--- config.mk ---
export PLATFORM = sky130hd
export DESIGN_NAME = lpm_ctrl
export DESIGN_NICKNAME = d
export VERILOG_FILES = /design/src/rtl/lpm_pkg.sv /design/src/rtl/lpm_rst_sync.sv /design/src/rtl/lpm_wake_detect.sv /design/src/rtl/lpm_stab_timer.sv /design/src/rtl/lpm_mode_fsm.sv /design/src/rtl/lpm_pin_ovr.sv /design/src/rtl/lpm_ctrl.sv
export SDC_FILE = /design/constraint.sdc
export NUM_CORES = 1
export LEC_CHECK = 0
export ABC_AREA = 1
export ABC_CLOCK_PERIOD_IN_PS = 2100
export BUFFER_PORTS_ARGS = -buffer_cell sky130_fd_sc_hd__buf_2
export CORE_MARGIN = 2
export CORE_UTILIZATION = 52
export CTS_BUF_LIST = sky130_fd_sc_hd__clkbuf_8
export DETAILED_ROUTE_END_ITERATION = 10
export PLACE_DENSITY = 0.81
export SLEW_MARGIN = 10
export SYNTH_ARGS = -nofsm -noshare
export SYNTH_HDL_FRONTEND = slang
export SYNTH_HIERARCHICAL = 1
export SYNTH_SLANG_ARGS = --single-unit
export TNS_END_PERCENT = 5
--- constraint.sdc ---
create_clock -name clk -period 2.1 [get_ports clk]
set_input_delay 0.63 -clock clk [delete_from_list [all_inputs] [get_ports clk]]
set_output_delay 0.63 -clock clk [all_outputs]
set_load 0.005 [all_outputs]
--- src/rtl/lpm_pkg.sv ---
package lpm_pkg;
  typedef enum logic [1:0] {
    ST_RUN     = 2'd0,
    ST_IDLE    = 2'd1,
    ST_PD_STOP = 2'd2,
    ST_PD_OSC  = 2'd3
  } lpm_state_e;

  localparam int unsigned PM_IDLE_BIT = 0;
  localparam int unsigned PM_PD_BIT   = 1;
endpackage

--- src/rtl/lpm_rst_sync.sv ---
module lpm_rst_sync #(
  parameter int unsigned STAGES = 2
) (
  input  logic clk,
  input  logic rst_n,
  output logic rst_n_s
);
  logic [STAGES-1:0] chain_q;
  logic [STAGES-1:0] chain_d;

  assign chain_d = {chain_q[STAGES-2:0], 1'b1};

  always_ff @(posedge clk or negedge rst_n) begin
    if (!rst_n) chain_q <= '0;
    else        chain_q <= chain_d;
  end

  assign rst_n_s = chain_q[STAGES-1];
endmodule

--- src/rtl/lpm_wake_detect.sv ---
module lpm_wake_detect #(
  parameter int unsigned N_EXT       = 2,
  parameter int unsigned SYNC_STAGES = 2
) (
  input  logic             clk,
  input  logic             rst_n,
  input  logic [N_EXT-1:0] ext_pin_n,
  input  logic [N_EXT-1:0] ext_edge,
  input  logic [N_EXT-1:0] ext_en,
  input  logic             wake_en,
  output logic             wake_low
);
  logic [N_EXT-1:0] qual_low;

  for (genvar k = 0; k < N_EXT; k++) begin : g_ch
    logic [SYNC_STAGES-1:0] sh_q;
    logic [SYNC_STAGES-1:0] sh_d;

    assign sh_d = {sh_q[SYNC_STAGES-2:0], ext_pin_n[k]};

    always_ff @(posedge clk or negedge rst_n) begin
      if (!rst_n) sh_q <= '1;
      else        sh_q <= sh_d;
    end

    assign qual_low[k] = ext_en[k] & ~ext_edge[k] & ~sh_q[SYNC_STAGES-1];
  end

  assign wake_low = wake_en & (|qual_low);
endmodule

--- src/rtl/lpm_stab_timer.sv ---
module lpm_stab_timer #(
  parameter int unsigned STAB_CYCLES = 16
) (
  input  logic clk,
  input  logic rst_n,
  input  logic run,
  output logic done
);
  localparam int unsigned CW = $clog2(STAB_CYCLES + 1);
  localparam logic [CW-1:0] LAST = CW'(STAB_CYCLES - 1);

  logic [CW-1:0] cnt_q;
  logic [CW-1:0] cnt_d;
  logic          cnt_en;

  assign done   = (cnt_q == LAST);
  assign cnt_en = !run || !done;

  always_comb begin
    if (!run) cnt_d = '0;
    else      cnt_d = cnt_q + 1'b1;
  end

  always_ff @(posedge clk or negedge rst_n) begin
    if (!rst_n)      cnt_q <= '0;
    else if (cnt_en) cnt_q <= cnt_d;
  end


  stab_hold_chk: assert property (@(posedge clk) disable iff (!rst_n)
    (run && !done) |=> !done || $past(cnt_q) == LAST - 1'b1);
endmodule

--- src/rtl/lpm_mode_fsm.sv ---
module lpm_mode_fsm
  import lpm_pkg::*;
#(
  parameter int unsigned PCTL_W = 8
) (
  input  logic              clk,
  input  logic              rst_n,
  input  logic              ctl_wr,
  input  logic [PCTL_W-1:0] ctl_wdata,
  input  logic              irq_pend,
  input  logic              wake_low,
  input  logic              wake_en,
  input  logic              stab_done,
  output lpm_state_e        state,
  output logic              wake_evt
);
  lpm_state_e state_q, state_d;
  logic       evt_q, evt_d;

  always_comb begin
    state_d = state_q;
    evt_d   = 1'b0;
    unique case (state_q)
      ST_RUN: begin
        if (ctl_wr) begin
          if (ctl_wdata[PM_PD_BIT])        state_d = ST_PD_STOP;
          else if (ctl_wdata[PM_IDLE_BIT]) state_d = ST_IDLE;
        end
      end
      ST_IDLE: begin
        if (irq_pend) begin
          state_d = ST_RUN;
          evt_d   = 1'b1;
        end
      end
      ST_PD_STOP: begin
        if (wake_low) state_d = ST_PD_OSC;
      end
      ST_PD_OSC: begin
        if (stab_done && !wake_low) begin
          state_d = ST_RUN;
          evt_d   = 1'b1;
        end
      end
      default: state_d = ST_RUN;
    endcase
  end

  always_ff @(posedge clk or negedge rst_n) begin
    if (!rst_n) begin
      state_q <= ST_RUN;
      evt_q   <= 1'b0;
    end else begin
      state_q <= state_d;
      evt_q   <= evt_d;
    end
  end

  assign state    = state_q;
  assign wake_evt = evt_q;


  wake_pulse_chk: assert property (@(posedge clk) disable iff (!rst_n)
    wake_evt |=> !wake_evt);


  idle_hold_chk: assert property (@(posedge clk) disable iff (!rst_n)
    (state_q == ST_IDLE && !irq_pend) |=> state_q == ST_IDLE);


  wake_gate_chk: assert property (@(posedge clk) disable iff (!rst_n)
    (state_q == ST_PD_STOP && !wake_en) |=> state_q == ST_PD_STOP);


  stab_gate_chk: assert property (@(posedge clk) disable iff (!rst_n)
    (state_q == ST_PD_OSC && !stab_done) |=> state_q != ST_RUN);
endmodule

--- src/rtl/lpm_pin_ovr.sv ---
module lpm_pin_ovr
  import lpm_pkg::*;
(
  input  lpm_state_e state,
  input  logic       ext_program,
  output logic       cpu_clk_en,
  output logic       per_clk_en,
  output logic       osc_stop,
  output logic [1:0] pmode,
  output logic       strobe_hold,
  output logic       strobe_level,
  output logic       p0_float,
  output logic       p2_addr_sel
);
  logic in_idle;
  logic in_pd;

  assign in_idle = (state == ST_IDLE);
  assign in_pd   = (state == ST_PD_STOP) || (state == ST_PD_OSC);

  always_comb begin
    pmode              = '0;
    pmode[PM_IDLE_BIT] = in_idle;
    pmode[PM_PD_BIT]   = in_pd;
  end

  assign cpu_clk_en   = (state == ST_RUN);
  assign per_clk_en   = !in_pd;
  assign osc_stop     = (state == ST_PD_STOP);
  assign strobe_hold  = in_idle || in_pd;
  assign strobe_level = in_idle;
  assign p0_float     = (in_idle || in_pd) && ext_program;
  assign p2_addr_sel  = in_idle && ext_program;
endmodule

--- src/rtl/lpm_ctrl.sv ---
module lpm_ctrl
  import lpm_pkg::*;
#(
  parameter int unsigned PCTL_W      = 8,
  parameter int unsigned N_EXT       = 2,
  parameter int unsigned SYNC_STAGES = 2,
  parameter int unsigned RST_STAGES  = 2,
  parameter int unsigned STAB_CYCLES = 16
) (
  input  logic              clk,
  input  logic              rst_n,
  input  logic              ctl_wr,
  input  logic [PCTL_W-1:0] ctl_wdata,
  input  logic              irq_pend,
  input  logic [N_EXT-1:0]  ext_pin_n,
  input  logic [N_EXT-1:0]  ext_edge,
  input  logic [N_EXT-1:0]  ext_en,
  input  logic              wake_en,
  input  logic              ext_program,
  output logic              cpu_clk_en,
  output logic              per_clk_en,
  output logic              osc_stop,
  output logic [1:0]        pmode,
  output logic              strobe_hold,
  output logic              strobe_level,
  output logic              p0_float,
  output logic              p2_addr_sel,
  output logic              wake_evt
);
  logic       rst_n_s;
  logic       wake_low;
  logic       stab_done;
  lpm_state_e state;

  lpm_rst_sync #(.STAGES(RST_STAGES)) u_rst (
    .clk     (clk),
    .rst_n   (rst_n),
    .rst_n_s (rst_n_s)
  );

  lpm_wake_detect #(.N_EXT(N_EXT), .SYNC_STAGES(SYNC_STAGES)) u_wake (
    .clk       (clk),
    .rst_n     (rst_n_s),
    .ext_pin_n (ext_pin_n),
    .ext_edge  (ext_edge),
    .ext_en    (ext_en),
    .wake_en   (wake_en),
    .wake_low  (wake_low)
  );

  lpm_stab_timer #(.STAB_CYCLES(STAB_CYCLES)) u_stab (
    .clk   (clk),
    .rst_n (rst_n_s),
    .run   (state == ST_PD_OSC),
    .done  (stab_done)
  );

  lpm_mode_fsm #(.PCTL_W(PCTL_W)) u_fsm (
    .clk       (clk),
    .rst_n     (rst_n_s),
    .ctl_wr    (ctl_wr),
    .ctl_wdata (ctl_wdata),
    .irq_pend  (irq_pend),
    .wake_low  (wake_low),
    .wake_en   (wake_en),
    .stab_done (stab_done),
    .state     (state),
    .wake_evt  (wake_evt)
  );

  lpm_pin_ovr u_pins (
    .state        (state),
    .ext_program  (ext_program),
    .cpu_clk_en   (cpu_clk_en),
    .per_clk_en   (per_clk_en),
    .osc_stop     (osc_stop),
    .pmode        (pmode),
    .strobe_hold  (strobe_hold),
    .strobe_level (strobe_level),
    .p0_float     (p0_float),
    .p2_addr_sel  (p2_addr_sel)
  );


  osc_gate_chk: assert property (@(posedge clk) disable iff (!rst_n_s)
    osc_stop |-> (!cpu_clk_en && !per_clk_en));


  p2_idle_chk: assert property (@(posedge clk) disable iff (!rst_n_s)
    p2_addr_sel |-> (per_clk_en && !cpu_clk_en && ext_program));


  pd_irq_chk: assert property (@(posedge clk) disable iff (!rst_n_s)
    (osc_stop && irq_pend && !wake_en) |=> osc_stop);
endmodule

==> report_table.html <==
<table>
<tr><th>Metric</th><th>Value</th></tr>
<tr><th colspan="2">Power and ir drop</th></tr>
<tr><td>Clk pwr share</td><td>25.1%</td></tr>
<tr><td>Maximum resistive drop on vdd</td><td>0.556 mV</td></tr>
<tr><td>Internal power summed over all cells</td><td>0.654 mW</td></tr>
<tr><td>Logic pwr share</td><td>38.0%</td></tr>
<tr><td>Switching power share of the total</td><td>38.2%</td></tr>
<tr><td>Net switching component of the power</td><td>0.404 mW</td></tr>
<tr><td>Lkg Pwr</td><td>0.545 nW</td></tr>
<tr><td>Fraction of power consumed by sequential logic</td><td>36.9%</td></tr>
<tr><td>Power density over cell area</td><td>1160 mW/mm²</td></tr>
<tr><th colspan="2">Critical path</th></tr>
<tr><td>Critical path's largest stage delay</td><td>570 ps</td></tr>
<tr><td>Gate family responsible for the most delay along the worst path</td><td>flip-flops</td></tr>
<tr><td>Element type at the critical path start</td><td>flip-flop</td></tr>
<tr><td>Crit path DAT</td><td>1130 ps</td></tr>
<tr><td>Required time reported for the critical path endpoint</td><td>1470 ps</td></tr>
<tr><td>Worst path cell trace</td><td>nand2_2, nor2_2, buf_2</td></tr>
<tr><td>Maximum fanout along the worst path</td><td>11</td></tr>
<tr><td>Endpoint class of the critical path</td><td>primary output</td></tr>
<tr><td>Buf+Inv Stages, Crit Path</td><td>1</td></tr>
<tr><td>Worst setup path class</td><td>flip-flop to primary output</td></tr>
<tr><td>Slowest library cell on the worst path</td><td>sky130_fd_sc_hd__dfrtp_1</td></tr>
<tr><th colspan="2">Floorplan</th></tr>
<tr><td>Die Area</td><td>0.00175 mm²</td></tr>
<tr><td>Core area</td><td>0.00132 mm²</td></tr>
<tr><td>Number of core rows</td><td>13</td></tr>
<tr><td>Initial Util</td><td>56.5%</td></tr>
<tr><td>Die Span X</td><td>41.8 µm</td></tr>
<tr><td>Vertical extent of the die</td><td>41.8 µm</td></tr>
<tr><td>Ports</td><td>30</td></tr>
<tr><th colspan="2">Timing</th></tr>
<tr><td>Count of final hold-check violations</td><td>0</td></tr>
<tr><td>Setup-failing EPs final</td><td>0</td></tr>
<tr><td>Slew Viols, Final</td><td>0</td></tr>
<tr><td>Final worst path period share</td><td>83.9%</td></tr>
<tr><td>RSZ-0062 raised after global routing</td><td>false</td></tr>
<tr><td>Minimum clock period after layout</td><td>1760 ps</td></tr>
<tr><td>Maximum clock frequency</td><td>0.568 GHz</td></tr>
<tr><td>Skew final</td><td>2.46 ps</td></tr>
<tr><td>Final total negative setup slack</td><td>0 ps</td></tr>
<tr><th colspan="2">GRT</th></tr>
<tr><td>Largest net degree at the start of global routing</td><td>13</td></tr>
<tr><td>Met1 Resource Use GR</td><td>18.4%</td></tr>
<tr><td>GR Util met3</td><td>10.0%</td></tr>
<tr><td>Antenna violations before repair</td><td>0</td></tr>
<tr><td>Wire length of the first global-routing pass</td><td>2460 µm</td></tr>
<tr><td>Number of global-route vias before repair</td><td>622</td></tr>
<tr><td>GR Overflow Total</td><td>0</td></tr>
<tr><td>Met2 demand-to-capacity share in global routing</td><td>34.7%</td></tr>
<tr><td>Layer carrying the most global-route usage</td><td>met2</td></tr>
<tr><td>Tot GR Track Use</td><td>19.4%</td></tr>
<tr><th colspan="2">Detailed routing</th></tr>
<tr><td>Per-cell via count in the routed design</td><td>4.91</td></tr>
<tr><td>Via count of the routed design</td><td>653</td></tr>
<tr><td>Remaining antenna violation count after routing</td><td>0</td></tr>
<tr><td>DRT iter0 DRCs</td><td>18</td></tr>
<tr><td>Average wire per cell in the routed design</td><td>10.9 µm</td></tr>
<tr><td>Detailed Routing Iterations Pass 1</td><td>5</td></tr>
<tr><td>Final Routed Wirelength</td><td>1450 µm</td></tr>
<tr><td>Drc violations</td><td>0</td></tr>
<tr><th colspan="2">Synth</th></tr>
<tr><td>Sequential area share after synthesis</td><td>47.7%</td></tr>
<tr><td>Simple-gate portion of the synthesized area</td><td>26.6%</td></tr>
<tr><td>Synth Register Bits</td><td>14</td></tr>
<tr><td>Most used standard cell by instance count after synthesis</td><td>sky130_fd_sc_hd__inv_1</td></tr>
<tr><td>Fraction of registers with async set or reset after synthesis</td><td>100%</td></tr>
<tr><td>Share of the synthesized area in compound gates (AO/OA/AOI/OAI)</td><td>7.73%</td></tr>
<tr><td>Commonest cells in the synthesized netlist</td><td>21 x sky130_fd_sc_hd__inv_1, 14 x sky130_fd_sc_hd__nand2_1, 10 x sky130_fd_sc_hd__dfrtp_1, 10 x sky130_fd_sc_hd__nand3_1, 9 x sky130_fd_sc_hd__nor2_1</td></tr>
<tr><td>Prevailing post-synth register cell</td><td>sky130_fd_sc_hd__dfrtp_1</td></tr>
<tr><td>Number of enable flip-flop cells after synthesis</td><td>0</td></tr>
<tr><td>Post-Synth XOR/XNOR Area</td><td>0%</td></tr>
<tr><td>Synth Net Count</td><td>116</td></tr>
<tr><td>Synthesized instance count</td><td>94</td></tr>
<tr><td>Fraction of synthesized cell area taken by the top area cell type</td><td>33.6%</td></tr>
<tr><td>Fraction of the mapped netlist area in adder cells</td><td>3.36%</td></tr>
<tr><td>Total standard cell area after synthesis</td><td>744 µm²</td></tr>
<tr><td>Number of distinct library cells after synthesis</td><td>23</td></tr>
<tr><td>Cell accounting for the most synthesized area</td><td>sky130_fd_sc_hd__dfrtp_1</td></tr>
<tr><td>Cell types with the largest area share after synthesis</td><td>sky130_fd_sc_hd__dfrtp_1 34%, sky130_fd_sc_hd__dfstp_2 14%, sky130_fd_sc_hd__inv_1 11%</td></tr>
<tr><td>Number of warnings printed during yosys synthesis</td><td>6</td></tr>
<tr><td>Main combinational cell family by area after synthesis</td><td>simple AND/OR/NAND/NOR gates</td></tr>
<tr><td>Share of synthesized area spent on multiplexers</td><td>0%</td></tr>
<tr><td>Synthesized area per cell</td><td>7.92 µm²</td></tr>
<tr><th colspan="2">Layout</th></tr>
<tr><td>Ratio of cells with drive above 1 in the final layout</td><td>34.7%</td></tr>
<tr><td>Final core occ</td><td>69.4%</td></tr>
<tr><td>Post-layout nets</td><td>141</td></tr>
<tr><td>Filler cells</td><td>104</td></tr>
<tr><td>Area added between synthesis and finish</td><td>22.9%</td></tr>
<tr><td>Final antenna diode count</td><td>0</td></tr>
<tr><th colspan="2">CTS</th></tr>
<tr><td>Post-CTS Resized</td><td>0</td></tr>
<tr><td>Clock Sinks</td><td>14</td></tr>
<tr><td>Max Root-Sink Buffers</td><td>2</td></tr>
<tr><td>Number of levels in the clock H-tree</td><td>1</td></tr>
<tr><td>Cell at the root of the clock tree</td><td>sky130_fd_sc_hd__clkbuf_8</td></tr>
<tr><td>Count of buffers added by post-CTS timing repair for setup</td><td>0</td></tr>
<tr><td>Latest clock arrival within the worst-skew pair</td><td>250 ps</td></tr>
<tr><td>CTS tree</td><td>done</td></tr>
<tr><td>Number of CTS-inserted buffers</td><td>3</td></tr>
<tr><td>Quantity of hold-fixing buffers added after cts</td><td>0</td></tr>
<tr><td>Clock slew at reported path FFs</td><td>60 ps</td></tr>
<tr><th colspan="2">Min path</th></tr>
<tr><td>Hold crit path type</td><td>input pin to asynchronous set/reset pin</td></tr>
<tr><th colspan="2">Outcome</th></tr>
<tr><td>Run status</td><td>finished clean</td></tr>
<tr><th colspan="2">Run</th></tr>
<tr><td>Number of max-cap violations</td><td>0</td></tr>
<tr><th colspan="2">Placed design</th></tr>
<tr><td>Count of buffers from port buffering</td><td>23</td></tr>
<tr><td>Last weighted congestion value of the routability-driven placer</td><td>0.709</td></tr>
<tr><td>Post-DP HPWL</td><td>1100 µm</td></tr>
</table>
-- state kept, by name, indices dropped and copies added, names as in the netlist --
name / cells
u_stab/cnt_q: 5
u_fsm/wake_evt: 1
u_wake/g_ch.sh_q: 4
u_fsm/state: 2
u_rst/chain_q: 2
-- power by group through the flow --
stage	registers [mW]	logic [mW]	clock network, mW
global route	0.407	0.453	0.286
detailed placement	0.396	0.399	0
global placement	0.395	0.373	0
CTS	0.392	0.402	0.270
finish	0.390	0.402	0.266
floorplan	0.381	0.295	0
-- placed cells by master, fill, tap and decap left out, drive strengths merged, types with 2 or more instances in the layout --
cell type	Yosys	layout
o21ai	2	2
a21oi	3	3
inv	23	23
nor2	12	12
clkbuf	1	4
ha	2	2
nand3	11	11
buf	2	23
dfstp	4	4
nand2	17	17
dfrtp	10	10
-- kinds of logic (layout without fill, tap and decap cells) --
| kind of cell | count (synthesis) | count (layout) |
|---|---|---|
| AOI/OAI and AO/OA | 9 | 9 |
| adders and majority gates | 2 | 2 |
| DFF | 14 | 14 |
| other | 1 | 1 |
| buffers and inverters | 26 | 50 |
| and+or+nand+nor | 42 | 42 |
-- per-stage QoR --
step / cells / cell area, µm² / setup slack, ps / power (mW) / hold slack (ps)
global route: 133 / 915 / 204 / 1.15 / 146
finish: 133 / 915 / 338 / 1.06 / 152
floorplan: 94 / 744 / 665 / 0.676 / 144
detailed placement: 129 / 860 / 492 / 0.795 / 207
global placement: 129 / 860 / 518 / 0.768 / 198
CTS: 133 / 915 / 320 / 1.06 / 151
-- per-layer routing --
layer	vias to the layer above	wire length, µm	share of wire (%)
li1	331	-	-
met4	0	23	1.6
met1	290	504	35
met2	28	785	54
met5	-	0	0
met3	4	134	9.3
-- path summary, 6_finish.rpt --
kind	cells after the start	startpoint	end	slack [ps]
min	1	rst_n	u_rst/chain_q[0]	150
max in group asynchronous	0	u_rst/chain_q[1]	u_wake/g_ch[0].sh_q[0]	1560
max reg2reg	9	u_stab/cnt_q[1]	u_fsm/state[1]	530
min reg2reg	0	u_rst/chain_q[1]	u_stab/cnt_q[1]	190
min in group clk	0	u_wake/g_ch[1].sh_q[0]	u_wake/g_ch[1].sh_q[1]	350
max	3	u_fsm/state[0]	p2_addr_sel	340
-- final cells by class --
type                    instances  area, µm²  area share (%)
flip-flops and latches         14        355            38.9
multi-input cells              54        284            31.1
repair buffers                 23        115            12.6
inverters                      23       86.3            9.44
clock buffers                   4       55.1            6.02
well taps                      15       18.8            2.05
Power figures use the tool's default switching activity.
